===== src/rtl/cmpg_pkg.sv =====
package cmpg_pkg;

    typedef enum logic [1:0] {
        DG_SHORT = 2'b00,
        DG_MID   = 2'b01,
        DG_LONG  = 2'b10,
        DG_XLONG = 2'b11
    } dg_sel_e;

    typedef struct packed {
        logic out_hi;
        logic low_req;
    } cmp_state_t;

    typedef struct packed {
        logic conv_off;
        logic chrg_ok;
        logic ichg_zero;
    } latch_state_t;

    function automatic int unsigned max_of4(input int unsigned a, input int unsigned b,
                                            input int unsigned c, input int unsigned d);
        int unsigned m;
        m = a;
        if (b > m) m = b;
        if (c > m) m = c;
        if (d > m) m = d;
        return m;
    endfunction

    function automatic int unsigned cnt_width(input int unsigned maxval);
        return (maxval < 2) ? 1 : $clog2(maxval + 1);
    endfunction

endpackage


===== src/rtl/cmpg_sync.sv =====
module cmpg_sync #(
    parameter int unsigned STAGES = 2
) (
    input  logic clk,
    input  logic rst,
    input  logic d_i,
    output logic q_o
);
    logic [STAGES-1:0] pipe;

    generate
        for (genvar s = 0; s < STAGES; s++) begin : g_stage
            if (s == 0) begin : g_first
                always_ff @(posedge clk) begin
                    if (rst) pipe[0] <= 1'b0;
                    else     pipe[0] <= d_i;
                end
            end else begin : g_next
                always_ff @(posedge clk) begin
                    if (rst) pipe[s] <= 1'b0;
                    else     pipe[s] <= pipe[s-1];
                end
            end
        end
    endgenerate

    assign q_o = pipe[STAGES-1];
endmodule


===== src/rtl/cmpg_deglitch.sv =====
module cmpg_deglitch
    import cmpg_pkg::*;
#(
    parameter int unsigned CNT_W  = 23,
    parameter int unsigned DG_T0  = 5,
    parameter int unsigned DG_T1  = 2000,
    parameter int unsigned DG_T2  = 20000,
    parameter int unsigned DG_T3  = 5000000
) (
    input  logic       clk,
    input  logic       rst,
    input  logic       above_i,
    input  logic       pol_i,
    input  dg_sel_e    sel_i,
    input  logic       tick_i,
    output cmp_state_t st_o
);
    logic [CNT_W-1:0] lim;
    logic [CNT_W-1:0] cnt;
    logic             low_req;
    logic             out_hi;

    always_comb begin
        unique case (sel_i)
            DG_SHORT: lim = CNT_W'(DG_T0);
            DG_MID:   lim = CNT_W'(DG_T1);
            DG_LONG:  lim = CNT_W'(DG_T2);
            default:  lim = CNT_W'(DG_T3);
        endcase
    end

    // Polarity 0: above threshold pulls the output low; polarity 1: below does.
    assign low_req = pol_i ? ~above_i : above_i;

    always_ff @(posedge clk) begin
        if (rst) begin
            cnt    <= '0;
            out_hi <= 1'b1;
        end else if (!low_req) begin
            cnt    <= '0;
            out_hi <= 1'b1;
        end else if (!out_hi) begin
            cnt    <= '0;
        end else if (tick_i) begin
            if (cnt >= lim - 1'b1) begin
                cnt    <= '0;
                out_hi <= 1'b0;
            end else begin
                cnt    <= cnt + 1'b1;
            end
        end
    end

    assign st_o.out_hi  = out_hi;
    assign st_o.low_req = low_req;

    // leaving the low condition brings the output high on the next edge
    a_r2_rise_undelayed: assert property (@(posedge clk) disable iff (rst)
        !low_req |=> out_hi);

    // a fall requires the low condition and a tick in the previous cycle
    a_r3_fall_on_tick: assert property (@(posedge clk) disable iff (rst)
        (out_hi && !$past(rst)) ##1 !out_hi |-> $past(low_req) && $past(tick_i));

    // without a tick the output cannot fall
    a_r4_no_tick_hold: assert property (@(posedge clk) disable iff (rst)
        (out_hi && !tick_i) |=> out_hi);
endmodule


===== src/rtl/cmpg_latch.sv =====
module cmpg_latch
    import cmpg_pkg::*;
(
    input  logic         clk,
    input  logic         rst,
    input  logic         out_hi_i,
    input  logic         force_en_i,
    output latch_state_t st_o
);
    logic off_q;
    logic rel_ok_q;

    always_ff @(posedge clk) begin
        if (rst) begin
            off_q    <= 1'b0;
            rel_ok_q <= 1'b0;
        end else begin
            if (force_en_i && !out_hi_i) begin
                off_q    <= 1'b1;
                rel_ok_q <= 1'b0;
            end else if (off_q) begin
                if (rel_ok_q && !force_en_i) begin
                    off_q    <= 1'b0;
                    rel_ok_q <= 1'b0;
                end else if (!out_hi_i) begin
                    rel_ok_q <= 1'b0;
                end else if (force_en_i) begin
                    rel_ok_q <= 1'b1;
                end
            end
        end
    end

    assign st_o.conv_off  = off_q;
    assign st_o.chrg_ok   = ~off_q;
    assign st_o.ichg_zero = off_q;

    // enable plus low output sets the latch one edge later
    a_r5_latch_sets: assert property (@(posedge clk) disable iff (rst)
        (force_en_i && !out_hi_i) |=> off_q);

    // the latch never clears while the enable is still set
    a_r7_hold_while_enabled: assert property (@(posedge clk) disable iff (rst)
        (off_q && force_en_i) |=> off_q);

    // clearing happens only with the enable low in the previous cycle
    a_r7_clear_needs_disable: assert property (@(posedge clk) disable iff (rst)
        $fell(off_q) |-> !$past(force_en_i));

    // with the enable off, a latch that is clear stays clear
    a_r9_no_set_disabled: assert property (@(posedge clk) disable iff (rst)
        (!off_q && !force_en_i) |=> !off_q);
endmodule


===== src/rtl/cmp_guard_ctrl.sv =====
module cmp_guard_ctrl
    import cmpg_pkg::*;
#(
    parameter int unsigned ICHG_W      = 13,
    parameter int unsigned SYNC_STAGES = 2,
    parameter int unsigned DG_T0       = 5,
    parameter int unsigned DG_T1       = 2000,
    parameter int unsigned DG_T2       = 20000,
    parameter int unsigned DG_T3       = 5000000
) (
    input  logic              clk,
    input  logic              rst,
    input  logic              ref_sel_i,
    input  logic              pol_i,
    input  logic [1:0]        dg_sel_i,
    input  logic              force_en_i,
    input  logic              tick_i,
    input  logic              cmp_raw_i,
    input  logic [ICHG_W-1:0] ichg_req_i,
    output logic              cmp_out_o,
    output logic              conv_off_o,
    output logic              chrg_ok_o,
    output logic              ichg_zero_o,
    output logic [ICHG_W-1:0] ichg_eff_o,
    output logic              ref_sel_o
);
    localparam int unsigned DG_MAX = max_of4(DG_T0, DG_T1, DG_T2, DG_T3);
    localparam int unsigned CNT_W  = cnt_width(DG_MAX);

    logic         above_s;
    cmp_state_t   cst;
    latch_state_t lst;

    cmpg_sync #(.STAGES(SYNC_STAGES)) u_sync (
        .clk (clk),
        .rst (rst),
        .d_i (cmp_raw_i),
        .q_o (above_s)
    );

    cmpg_deglitch #(
        .CNT_W (CNT_W),
        .DG_T0 (DG_T0),
        .DG_T1 (DG_T1),
        .DG_T2 (DG_T2),
        .DG_T3 (DG_T3)
    ) u_dg (
        .clk     (clk),
        .rst     (rst),
        .above_i (above_s),
        .pol_i   (pol_i),
        .sel_i   (dg_sel_e'(dg_sel_i)),
        .tick_i  (tick_i),
        .st_o    (cst)
    );

    cmpg_latch u_latch (
        .clk        (clk),
        .rst        (rst),
        .out_hi_i   (cst.out_hi),
        .force_en_i (force_en_i),
        .st_o       (lst)
    );

    assign cmp_out_o   = cst.out_hi;
    assign conv_off_o  = lst.conv_off;
    assign chrg_ok_o   = lst.chrg_ok;
    assign ichg_zero_o = lst.ichg_zero;
    assign ichg_eff_o  = lst.ichg_zero ? '0 : ichg_req_i;
    assign ref_sel_o   = ref_sel_i;

    // the converter never sees a nonzero current while latched off
    a_r6_zero_when_off: assert property (@(posedge clk) disable iff (rst)
        conv_off_o |-> (ichg_eff_o == '0) && !chrg_ok_o);

    // indicator and latch are always complementary
    a_r8_ok_consistent: assert property (@(posedge clk) disable iff (rst)
        chrg_ok_o != conv_off_o);
endmodule


===== config.mk =====
export PLATFORM = sky130hd
export DESIGN_NAME = cmp_guard_ctrl
export DESIGN_NICKNAME = d
export VERILOG_FILES = /design/src/rtl/cmpg_pkg.sv /design/src/rtl/cmpg_sync.sv /design/src/rtl/cmpg_deglitch.sv /design/src/rtl/cmpg_latch.sv /design/src/rtl/cmp_guard_ctrl.sv
export SDC_FILE = /design/constraint.sdc
export NUM_CORES = 1
export LEC_CHECK = 0
export BUFFER_PORTS_ARGS = -buffer_cell sky130_fd_sc_hd__buf_2
export CORE_MARGIN = 3
export CORE_UTILIZATION = 60
export DETAILED_ROUTE_END_ITERATION = 7
export PLACE_DENSITY = 0.87
export SKIP_LAST_GASP = 1
export SYNTH_ARGS = -nofsm -noshare
export SYNTH_HDL_FRONTEND = slang
export SYNTH_SLANG_ARGS = --single-unit
export TNS_END_PERCENT = 20

===== constraint.sdc =====
create_clock -name clk -period 3.6 [get_ports clk]
set_input_delay 0.18 -clock clk [delete_from_list [all_inputs] [get_ports clk]]
set_output_delay 0.18 -clock clk [all_outputs]
set_load 0.02 [all_outputs]

Word-level counts from Yosys, hierarchy flattened
Index checks and enable logic that the tools add are counted.
- register bits after elaboration: 28
- output and inout bits: 18
- word-level logic and storage cells: 38
- add/subtract/negate cells: 2
- order comparisons: 1
- eq/ne operators: 3
- mux-type cells: 13
- bitwise logic cells: 4
- reduce and logical (&&, ||, !) cells: 9
- operator list (cell ; count):
    $pmux 23 s3 ; 1
    $add 23x1->23 const B ; 1
    $ge 23x23->1 ; 1
    $mux 23 ; 1
    $sub 23x1->23 const B ; 1
    $mux 13 ; 1
    $mux 1 ; 10
    $not 1->1 ; 4
    $reduce_or 2->1 ; 2
    $ne 3x2->1 const B ; 1
    $reduce_or 3->1 ; 1
    $eq 2x1->1 const B ; 1
    $eq 2x2->1 const B ; 1
    $logic_and 1x1->1 ; 2
    $logic_not 1->1 ; 2
    $logic_not 2->1 ; 1
    $reduce_and 2->1 ; 1

Depth between registers and ports, before layout
Gate-level depths: netlist of the first run.
- depth after elaboration: 7
- mapped depth: 11
- gate-level depth less buffers: 10

Cells and area by module
Synthesis of the first run repeated with hierarchy kept, for this count alone.
- cells, all modules: 246
- area total of the unflattened synthesis: 2043.2 sq um
- by module, submodules not included (module ; times used ; cells an instance ; area each (sq um) ; sequential area each (sq um)):
    cmpg_deglitch ; 1 ; 215 ; 1736.7 ; 480.5
    cmp_guard_ctrl ; 1 ; 15 ; 142.6 ; 0.0
    cmpg_latch ; 1 ; 12 ; 111.4 ; 40.0
    cmpg_sync ; 1 ; 4 ; 52.6 ; 40.0

Least setup slack after synthesis of the first run
Ideal clock, no wire load.
- kind: input to register
- start: in dg_sel_i[0]
- end: reg u_dg.cnt[20]
- setup time: 0.137 ns
- arrival time: 2.165 ns
- required time: 3.463 ns
- setup slack: 1.298 ns
- stages on the path: 11
- buffers on the path: 1
- cells stage by stage: inv_1 > ha_1 > inv_1 > ha_1 > ha_1 > nand4_1 > a211oi_1 > o311ai_2 > a31oi_4 > buf_6 > nor3_2
- cells in the longest elaborated chain, start to end: 5
- RTL lines (item ; line ; source):
    start, declared ; cmp_guard_ctrl.sv:15 ; input logic [1:0] dg_sel_i,
    $eq 2x2->1 (tied with other cells) ; cmpg_deglitch.sv:24 ; unique case (sel_i)
    $pmux 23 s3 * ; cmpg_deglitch.sv:24 ;
    $sub 23x1->23 * ; cmpg_deglitch.sv:45 ; if (cnt >= lim - 1'b1) begin
    $ge 23x23->1 * ; cmpg_deglitch.sv:45 ;
    $mux 23 * ; cmpg_deglitch.sv:45 ;
    end signal, assigned ; cmpg_deglitch.sv:49 ; cnt <= cnt + 1'b1;
    end, declared ; cmpg_deglitch.sv:19 ; logic [CNT_W-1:0] cnt;
Mark *: on every way between the ends. The rest lies on a longest branch, timed or not.
A chain may end at the register's enable or synchronous reset.

Worst setup path after layout of the first run
- start: in dg_sel_i[0]
- end: reg u_dg.out_hi
- cells in the longest elaborated chain, start to end: 7
- RTL lines (item ; line ; source):
    $eq 2x2->1 (tied with other cells) ; cmpg_deglitch.sv:24 ;
    $pmux 23 s3 * ; cmpg_deglitch.sv:24 ;
    $sub 23x1->23 * ; cmpg_deglitch.sv:45 ;
    $ge 23x23->1 * ; cmpg_deglitch.sv:45 ;
    $mux 1 * ; cmpg_deglitch.sv:45 ;
    $mux 1 * ; cmpg_deglitch.sv:44 ; end else if (tick_i) begin
    $mux 1 * ; cmpg_deglitch.sv:42 ; end else if (!out_hi) begin
    end signal, assigned ; cmpg_deglitch.sv:38 ; out_hi <= 1'b1;
    end signal, assigned ; cmpg_deglitch.sv:41 ; out_hi <= 1'b1;
    end signal, assigned ; cmpg_deglitch.sv:47 ; out_hi <= 1'b0;
    end, declared ; cmpg_deglitch.sv:21 ; logic out_hi;
Marks and branches as above.

==> results of run 1 <==
state kept, by name (all words and copies together), names as in the netlist:
register	cells
u_dg.cnt	23
u_dg.out_hi	1
u_latch.off_q	1
u_latch.rel_ok_q	1
u_sync.pipe	1
u_sync.q_o	1
cell usage after synthesis (3+ instances only):
cell type,instances
a21oi_1,11
and3_1,3
buf_6,3
clkbuf_1,3
dfxtp_1,28
ha_1,28
inv_1,15
nand2_1,13
nand3_1,13
nand4_1,10
nor2_1,10
nor2b_1,18
nor3_1,17
nor3_2,10
nor4_1,3
o21ai_0,3
xnor2_1,14
xor2_1,7
cell families (layout without fill, tap and decap cells):
logic type	after synthesis	count (layout)	synth area share (%)
AOI/OAI and AO/OA	23	23	8.38
xor gates and xnor gates	21	21	8.93
adders and majority gates	28	28	17.0
buffers and inverters	23	55	5.65
DFF	28	28	27.2
muxes	1	1	0.486
other	1	5	0.182
and+or+nand+nor	109	109	32.2
power by group through the flow:
| stage | sequential [W] | clock, W | combinational, W |
|---|---|---|---|
| 2_1_floorplan | 0.000325 | 0 | 0.0000680 |
| 3_3_place_gp | 0.000325 | 0 | 0.0000976 |
| 3_5_place_dp | 0.000325 | 0 | 0.000102 |
| 4_1_cts | 0.000318 | 0.000123 | 0.000102 |
| 5_1_grt | 0.000319 | 0.000134 | 0.000112 |
| 6_report | 0.000318 | 0.000121 | 0.000101 |
path summary, 6_finish.rpt:
path	startpoint	endpoint	slack [ns]	cells after the start
worst max register to register	u_dg.cnt[18]$_SDFFE_PP0P_	u_dg.out_hi$_SDFF_PP1_	1.08	6
worst min-delay path	rst	u_sync.q_o$_SDFF_PP0_	0.07	2
worst min register to register	u_sync.pipe[0]$_SDFF_PP0_	u_sync.q_o$_SDFF_PP0_	0.46	1
worst max-delay path	dg_sel_i[0]	u_dg.out_hi$_SDFF_PP1_	0.96	11
metal layers:
| metal | GRT usage [%] | up-vias | wire length [µm] |
|---|---|---|---|
| met2 | 38.1 | 62 | 2060 |
| li1 | - | 895 | - |
| met5 | 0 | - | 0 |
| met3 | 3.64 | 13 | 230 |
| met1 | 27.6 | 839 | 1840 |
| met4 | 9.23 | 0 | 80 |
metrics by stage:
stage               hold WS [ns]  total power (W)
floorplan                  0.252         0.000393
global placement           0.360         0.000423
detailed placement         0.360         0.000427
CTS                       0.0739         0.000543
global route              0.0728         0.000566
finish                    0.0747         0.000540
worst reg2reg max path, cell delays in order, from the launching register on:
cell and delay (ns):
dfxtp_1 0.38, ha_1 0.34, nand3_1 0.17, nor4_1 0.49, a211oi_4 0.18, a31oi_4 0.66, o21ai_0 0.16
cell type report:
cell class	instances	area [µm²]
Multi-Input combinational cell	187	1400
Fill cell	256	875
Sequential cell	28	561
Timing Repair Buffer	37	185
Inverter	15	56.3
Tap cell	44	55.1
Clock buffer	3	22.5
layout by cell type, fill, tap and decap left out, types with 2 or more instances in the layout:
master / instances
a21oi_1: 11
and3_1: 3
and4_1: 2
buf_2: 37
clkbuf_4: 3
conb_1: 5
dfxtp_1: 28
ha_1: 28
inv_1: 15
nand2_1: 13
nand2b_1: 2
nand3_1: 13
nand4_1: 10
nor2_1: 10
nor2b_1: 18
nor3_1: 17
nor3_2: 10
nor4_1: 3
o211ai_1: 2
o21ai_0: 3
xnor2_1: 14
xor2_1: 7
==> impl_metrics.ini, run 1 <==
[status]
status = completed

[yosys]
yosysTopAreaCellShare_pct = 27.2
synth_seq_cells = 28
synthArstFlopShare_pct = 0
ys_top_cells_by_area = dfxtp_1 (27%), ha_1 (17%), xnor2_1 (6.0%), nor2b_1 (5.5%), nor3_2 (4.9%)
synth-edff-count = 0
synth_cell_types = 39
syn_area_per_cell_um2 = 8.81
post_synth_instance_area_mm2 = 0.00206
yosysSeqAreaShare_pct = 27.2
synth_largest_area_cell = dfxtp_1
ys.flop_type = dfxtp_1
synth_cells = 234
ys_warn_count = 0

[floorplan]
die_w_um = 64.6
die_h_um = 64.6
design.die.area_mm2 = 0.00417
core_region_area_mm2 = 0.00315
row_count = 20
ioPinCount = 40
initial_core_util_pct = 65.4

[clock_tree]
cts_sinks = 28
cts_tree = done
ctsResizeCount = 0
postCtsSetupBuffers = 0
clock_latency_ns = 0.31
htree_levels = 1
cts_buffer_depth = 2
cts-root-buf = clkbuf_4
cts.clk_slew.worst_paths_ns = 0.13
cts_buffers = 3
ctsHoldBuffers = 0

[setup_path]
path_class = input pin to flop
crit_slowest_cell = a31oi_4
critPathTopFamily = compound AO/OA/AOI/OAI gates
cp.required_ns = 3.77
arrival_ns = 2.82
end_kind = flop
cp-start-kind = input pin
crit_buf_inv = 3
crit_path_max_incr_delay_ns = 0.63
critPathMaxFanout = 21
cp_cell_sequence = buf_2 > inv_1 > ha_1 > inv_1 > ha_1 > ha_1 > nand4_1 > a211oi_1 > o311ai_2 > a31oi_4 > o21ai_0
path_common_cell = ha_1

[route]
wl_per_cell_um = 13.4
first_pass_iters = 4
ant_nets = 0
drtIter0Drc = 75
wl_mm = 4.21
vias_per_cell = 5.76
via_count = 1809
drc = 0

[global_route]
overflow = 0
grt_pass1_wl_mm = 7.51
grt_usage_pct = 22.3
grt_max_degree = 25
grt_pass1_vias = 1696
antenna_found_initial = 0

[layout]
final_cells = 314
n_antenna_cell = 0
post-route-util_pct = 72.3
area_delta_synth_final_pct = 10.6
design_area_mm2 = 0.00228
drive_above_1_share_pct = 21.5
fin_nets = 322

[timing]
maxSlewHeadroom_pct = 33.6
rsz0062_at_grt = no
skew_ns = 0.00502
finalWorstSetupSlack_ns = 0.956
finalHoldViolations = 0
period_minus_slack_ns = 2.64
maxSlewViolCount = 0
fin_crit_sh_pct = 73.4
setup_violations = 0
clock.fmax_mhz = 378
fin_tns_setup_ns = 0
tightestPinTransition_ns = 0.994

[placed_design]
place_inst = 311
placed_area_mm2 = 0.00226
routabilityCongestion = 0.880
portBuffers = 37
post-place-ws_ns = 0.573
dp_hpwl_mm = 3.39

[run]
cap_viol_max_count = 0

[pwr]
p_sw_w = 0.000149
p_int_w = 0.000392
ir_drop_uv = 145
p_leak_nw = 0.907
p_per_area_mw_per_mm2 = 237
combinationalPowerShare_pct = 18.8
clkPwrFrac_pct = 22.3
netSwitchingFraction_pct = 27.5
pwr-share-seq_pct = 58.9

[worst_hold_path]
min_path_type = input pin to flop
No activity file was read; power rests on OpenSTA's default activity.
==> run 2: changes to the inputs <==
CORE_UTILIZATION = 55   (was 60)
PLACE_DENSITY = 0.8   (was 0.87)
clock period = 2.51 ns   (was 3.6 ns; I/O delays follow)
==> run 2 against run 1 <==
  * Clock skew down 0.0023 ns
  * Critical path depth up 1
  * Final area up 4.4%
  * Routed wire length down 0.43%
  * Combinational power up 48%
  * Global-route usage down 1.8 points
  * Via count down 4.4%
  * Die area up 8.2%
  * Sequential power up 44%
  * Register-to-register slack worse by 0.64 ns
  * Worst hold slack worse by 0.0078 ns
  * Total power up 63%
  * Largest power group unchanged
  * Highest routed layer unchanged
==> impl_metrics.ini, run 2 (same netlist as run 1, synthesis figures left out) <==
[route]
via_count = 1730
drtIter0Drc = 87
wl_per_cell_um = 12.9
drc = 0
ant_nets = 0
first_pass_iters = 4
wl_mm = 4.19
vias_per_cell = 5.34

[floorplan]
initial_core_util_pct = 59.4
row_count = 21
die_w_um = 67.2
core_region_area_mm2 = 0.00347
design.die.area_mm2 = 0.00452
die_h_um = 67.2
ioPinCount = 40

[timing]
skew_ns = 0.00275
period_minus_slack_ns = 2.17
finalWorstSetupSlack_ns = 0.339
setup_violations = 0
clock.fmax_mhz = 461
maxSlewHeadroom_pct = 65.0
fin_tns_setup_ns = 0
maxSlewViolCount = 0
finalHoldViolations = 0
fin_crit_sh_pct = 86.5
rsz0062_at_grt = no
tightestPinTransition_ns = 0.525

[global_route]
grt_usage_pct = 20.5
grt_pass1_wl_mm = 7.18
overflow = 0
antenna_found_initial = 0
grt_max_degree = 25
grt_pass1_vias = 1587

[placed_design]
portBuffers = 37
dp_hpwl_mm = 3.30
placed_area_mm2 = 0.00232
post-place-ws_ns = 0.0418
routabilityCongestion = 0.873

[layout]
largest_reg_flops = 23
regArea_um2 = 561
final_common_cell = buf_2
drive_above_1_share_pct = 23.7
multi_input_area_mm2 = 0.00140
area_delta_synth_final_pct = 15.4
nFillCells = 304
fin_nets = 329
largest_register = u_dg.cnt
layout_common_cells = buf_2 (37), ha_1 (28), dfxtp_1 (28)
n_antenna_cell = 0
design_area_mm2 = 0.00238

[clock_tree]
cts_tree = done
cts_buffers = 3
htree_levels = 1
cts.clk_slew.worst_paths_ns = 0.09
cts-root-buf = clkbuf_8
ctsHoldBuffers = 0
clock_latency_ns = 0.27
cts_sinks = 28
postCtsSetupBuffers = 0
ctsResizeCount = 0
cts_buffer_depth = 2

[setup_path]
arrival_ns = 2.37
critPathMaxFanout = 20
cp.required_ns = 2.71
cp-start-kind = input pin
path_class = input pin to flop
end_kind = flop

[pwr]
p_per_area_mw_per_mm2 = 370
p_leak_nw = 0.959
ir_drop_uv = 275

[status]
status = completed

[run]
cap_viol_max_count = 0

[worst_hold_path]
min_path_type = input pin to flop
-- run 2: final cells by class --
cell class,instances,share of cell area (%)
Multi-Input combinational cell,187,58.8
Sequential cell,28,23.6
Timing Repair Buffer,44,10.5
Tap cell,46,2.42
Inverter,15,2.37
Clock buffer,4,2.31
-- run 2: worst paths after layout --
kind	start	to	slack, ns	cells past startpoint
worst min register to register	u_sync.pipe[0]$_SDFF_PP0_	u_sync.q_o$_SDFF_PP0_	0.45	1
worst min-delay path	cmp_raw_i	u_sync.pipe[0]$_SDFF_PP0_	0.07	2
worst max register to register	u_dg.cnt[11]$_SDFFE_PP0P_	u_dg.cnt[10]$_SDFFE_PP0P_	0.44	7
worst max-delay path	dg_sel_i[1]	u_dg.cnt[10]$_SDFFE_PP0P_	0.34	12
-- run 2: per-stage QoR --
stage,power (W),util [%],instances,hold slack [ns]
global placement,0.000612,67.0,320,0.251
finish,0.000881,68.6,324,0.0668
floorplan,0.000564,-,238,0.197
global route,0.000919,68.6,324,0.0842
CTS,0.000885,68.6,324,0.0675
detailed placement,0.000616,67.0,320,0.251
-- run 2: critical path, stage by stage --
cell and delay (ns):
buf_2 0.11, inv_1 0.11, ha_1 0.18, inv_1 0.06
ha_1 0.29, ha_1 0.29, a21oi_1 0.16, o21ai_0 0.11
o311ai_2 0.40, a31oi_4 0.16, buf_12 0.19, nor3_1 0.18
-- run 2: power breakdown --
part	leakage (nW)	internal (W)	switching (W)	total (W)
registers	0.226	0.000449	0.00000728	0.000457
logic	0.703	0.0000594	0.0000894	0.000149
clock network	0.0288	0.000140	0.000135	0.000276
-- run 2: layer usage --
metal	routed length [µm]	vias to the layer above	GRT usage, %
met2	1960	28	34.1
met3	141	7	2.00
met5	0	-	0
li1	-	906	-
met1	2020	789	27.5
met4	71	0	7.34
==> run 3: changes to the inputs <==
CORE_MARGIN = 4   (was 3)
==> run 3 against run 2 <==
  * Clock skew rose by 0.0029 ns
  * Sequential power barely moved
  * Sequential share of layout area rose by 0.29 points
  * Worst hold slack got worse by 0.0051 ns
  * Total power fell by 4.4%
  * Final area fell by 1.2%
  * Clock power fell by 13%
  * Count of clock-buffer cells in the layout fell by 1
  * Utilization fell by 0.83 points
  * First-iteration DRC count rose by 9.2%
==> impl_metrics.ini, run 3 (same netlist as run 1, synthesis figures left out) <==
[status]
status = completed

[pwr]
p_per_area_mw_per_mm2 = 358
combinationalPowerShare_pct = 17.3
p_sw_w = 0.000228
clkPwrFrac_pct = 28.5
p_leak_nw = 0.942
p_int_w = 0.000614
pwr-share-seq_pct = 54.1
netSwitchingFraction_pct = 27.1
finalPower_w = 0.000842
ir_drop_uv = 155

[global_route]
grt_usage_pct = 18.3
grt_pass1_vias = 1717
grt_max_degree = 25
overflow = 0
antenna_found_initial = 0
grt_pass1_wl_mm = 7.53

[floorplan]
initial_core_util_pct = 59.4
die_w_um = 69.2
row_count = 21
ioPinCount = 40
design.die.area_mm2 = 0.00479
core_region_area_mm2 = 0.00347
die_h_um = 69.2

[clock_tree]
ctsResizeCount = 0
htree_levels = 1
cts.clk_slew.worst_paths_ns = 0.09
cts-root-buf = clkbuf_8
clock_latency_ns = 0.27
ctsHoldBuffers = 0
cts_buffers = 3
cts_tree = done
postCtsSetupBuffers = 0
cts_buffer_depth = 2
cts_sinks = 28

[layout]
n_antenna_cell = 0
fin_nets = 327
drive_above_1_share_pct = 22.9
post-route-util_pct = 67.7
final_common_cell = buf_2
area_delta_synth_final_pct = 14.0
final_cells = 321
largest_register = u_dg.cnt
layout_common_cells = buf_2 (37), ha_1 (28), dfxtp_1 (28)
largest_reg_flops = 23

[route]
ant_nets = 0
via_count = 1779
drc = 0
wl_per_cell_um = 13.5
vias_per_cell = 5.54
first_pass_iters = 4
drtIter0Drc = 95
wl_mm = 4.32

[timing]
rsz0062_at_grt = no
maxSlewViolCount = 0
finalHoldViolations = 0
clock.fmax_mhz = 440
maxSlewHeadroom_pct = 32.2
hold_slack_ns = 0.0617
fin_crit_sh_pct = 90.6
skew_ns = 0.00569
fin_tns_setup_ns = 0
tightestPinTransition_ns = 1.01
period_minus_slack_ns = 2.27
setup_violations = 0

[setup_path]
rr_startpoint = u_dg.cnt[18]$_SDFFE_PP0P_
cp_cell_sequence = buf_2 > inv_1 > ha_1 > inv_1 > ha_1 > ha_1 > a21oi_1 > o21ai_0 > o311ai_2 > a31oi_4 > buf_12 > nor3_1
cp_num_cells = 12
path_class = input pin to flop
cp-start-kind = input pin
cp-endpoint = u_dg.cnt[22]$_SDFFE_PP0P_
path_common_cell = ha_1
crit_slowest_cell = o311ai_2
reg2reg_slack_ns = 0.38
worstSetupStartpoint = dg_sel_i[0]
crit_buf_inv = 4
critPathTopFamily = compound AO/OA/AOI/OAI gates
worstRegToRegCells = 8
crit_path_max_incr_delay_ns = 0.42
cp.required_ns = 2.69
critPathMaxFanout = 21
end_kind = flop
arrival_ns = 2.45
reg2reg_to = u_dg.cnt[22]$_SDFFE_PP0P_

[worst_hold_path]
min_path_type = input pin to flop

[placed_design]
routabilityCongestion = 0.890
dp_hpwl_mm = 3.42
place_inst = 318
portBuffers = 37

[run]
cap_viol_max_count = 0
## run 3: changes by cell type in the layout (fill, tap and decap cells not counted), sizes merged
| cell | change |
|---|---|
| buf | -2 |
| clkbuf | -1 |
## run 3: area by class of cell
type | instances | area (µm²)
fillers | 314 | 1120
flip-flops and latches | 28 | 561
repair buffers | 42 | 235
multi-input cells | 187 | 1400
clock buffers | 3 | 41.3
inverters | 15 | 56.3
well taps | 46 | 57.6
## run 3: worst reg2reg max path: cells and delay by family, from the launching register on
family | cells | cell delay [ns]
flip-flops | 1 | 0.35
AND/OR/NAND/NOR | 3 | 0.47
AO/OA/AOI/OAI | 2 | 0.52
buffers and inverters | 2 | 0.34
adder cells (fa/ha/maj) | 1 | 0.34
## run 3: how the worst min path moves through the flow
stage / startpoint / end / slack, ns / cells past startpoint
6_report: rst / u_sync.q_o$_SDFF_PP0_ / 0.06 / 2
2_1_floorplan: rst / u_sync.pipe[0]$_SDFF_PP0_ / 0.20 / 1
4_1_cts: rst / u_sync.q_o$_SDFF_PP0_ / 0.06 / 2
5_1_grt: rst / u_sync.q_o$_SDFF_PP0_ / 0.09 / 2
3_3_place_gp: ref_sel_i / ref_sel_o / 0.25 / 0
3_5_place_dp: ref_sel_i / ref_sel_o / 0.25 / 0
## run 3: through the flow
stage               setup WS (ns)  cell area [µm²]
floorplan                   0.262             2080
global placement           0.0581             2310
detailed placement        -0.0494             2310
CTS                         0.229             2350
global route               0.0185             2350
finish                      0.236             2350
## run 3: routing by layer
metal,track usage [%],part of all wire [%],vias up
met4,6.94,2.2,0
li1,-,-,902
met5,0,0,-
met2,31.3,49,40
met1,22.8,44,826
met3,3.33,4.6,11
## run 3: power by group through the flow
| stage | Clock (W) | Sequential [W] | Combinational (W) |
|---|---|---|---|
| after floorplan | 0 | 0.000467 | 0.0000975 |
| after global placement | 0 | 0.000466 | 0.000143 |
| after detailed placement | 0 | 0.000467 | 0.000147 |
| after CTS | 0.000241 | 0.000456 | 0.000147 |
| after global routing | 0.000255 | 0.000458 | 0.000163 |
| final | 0.000240 | 0.000456 | 0.000146 |
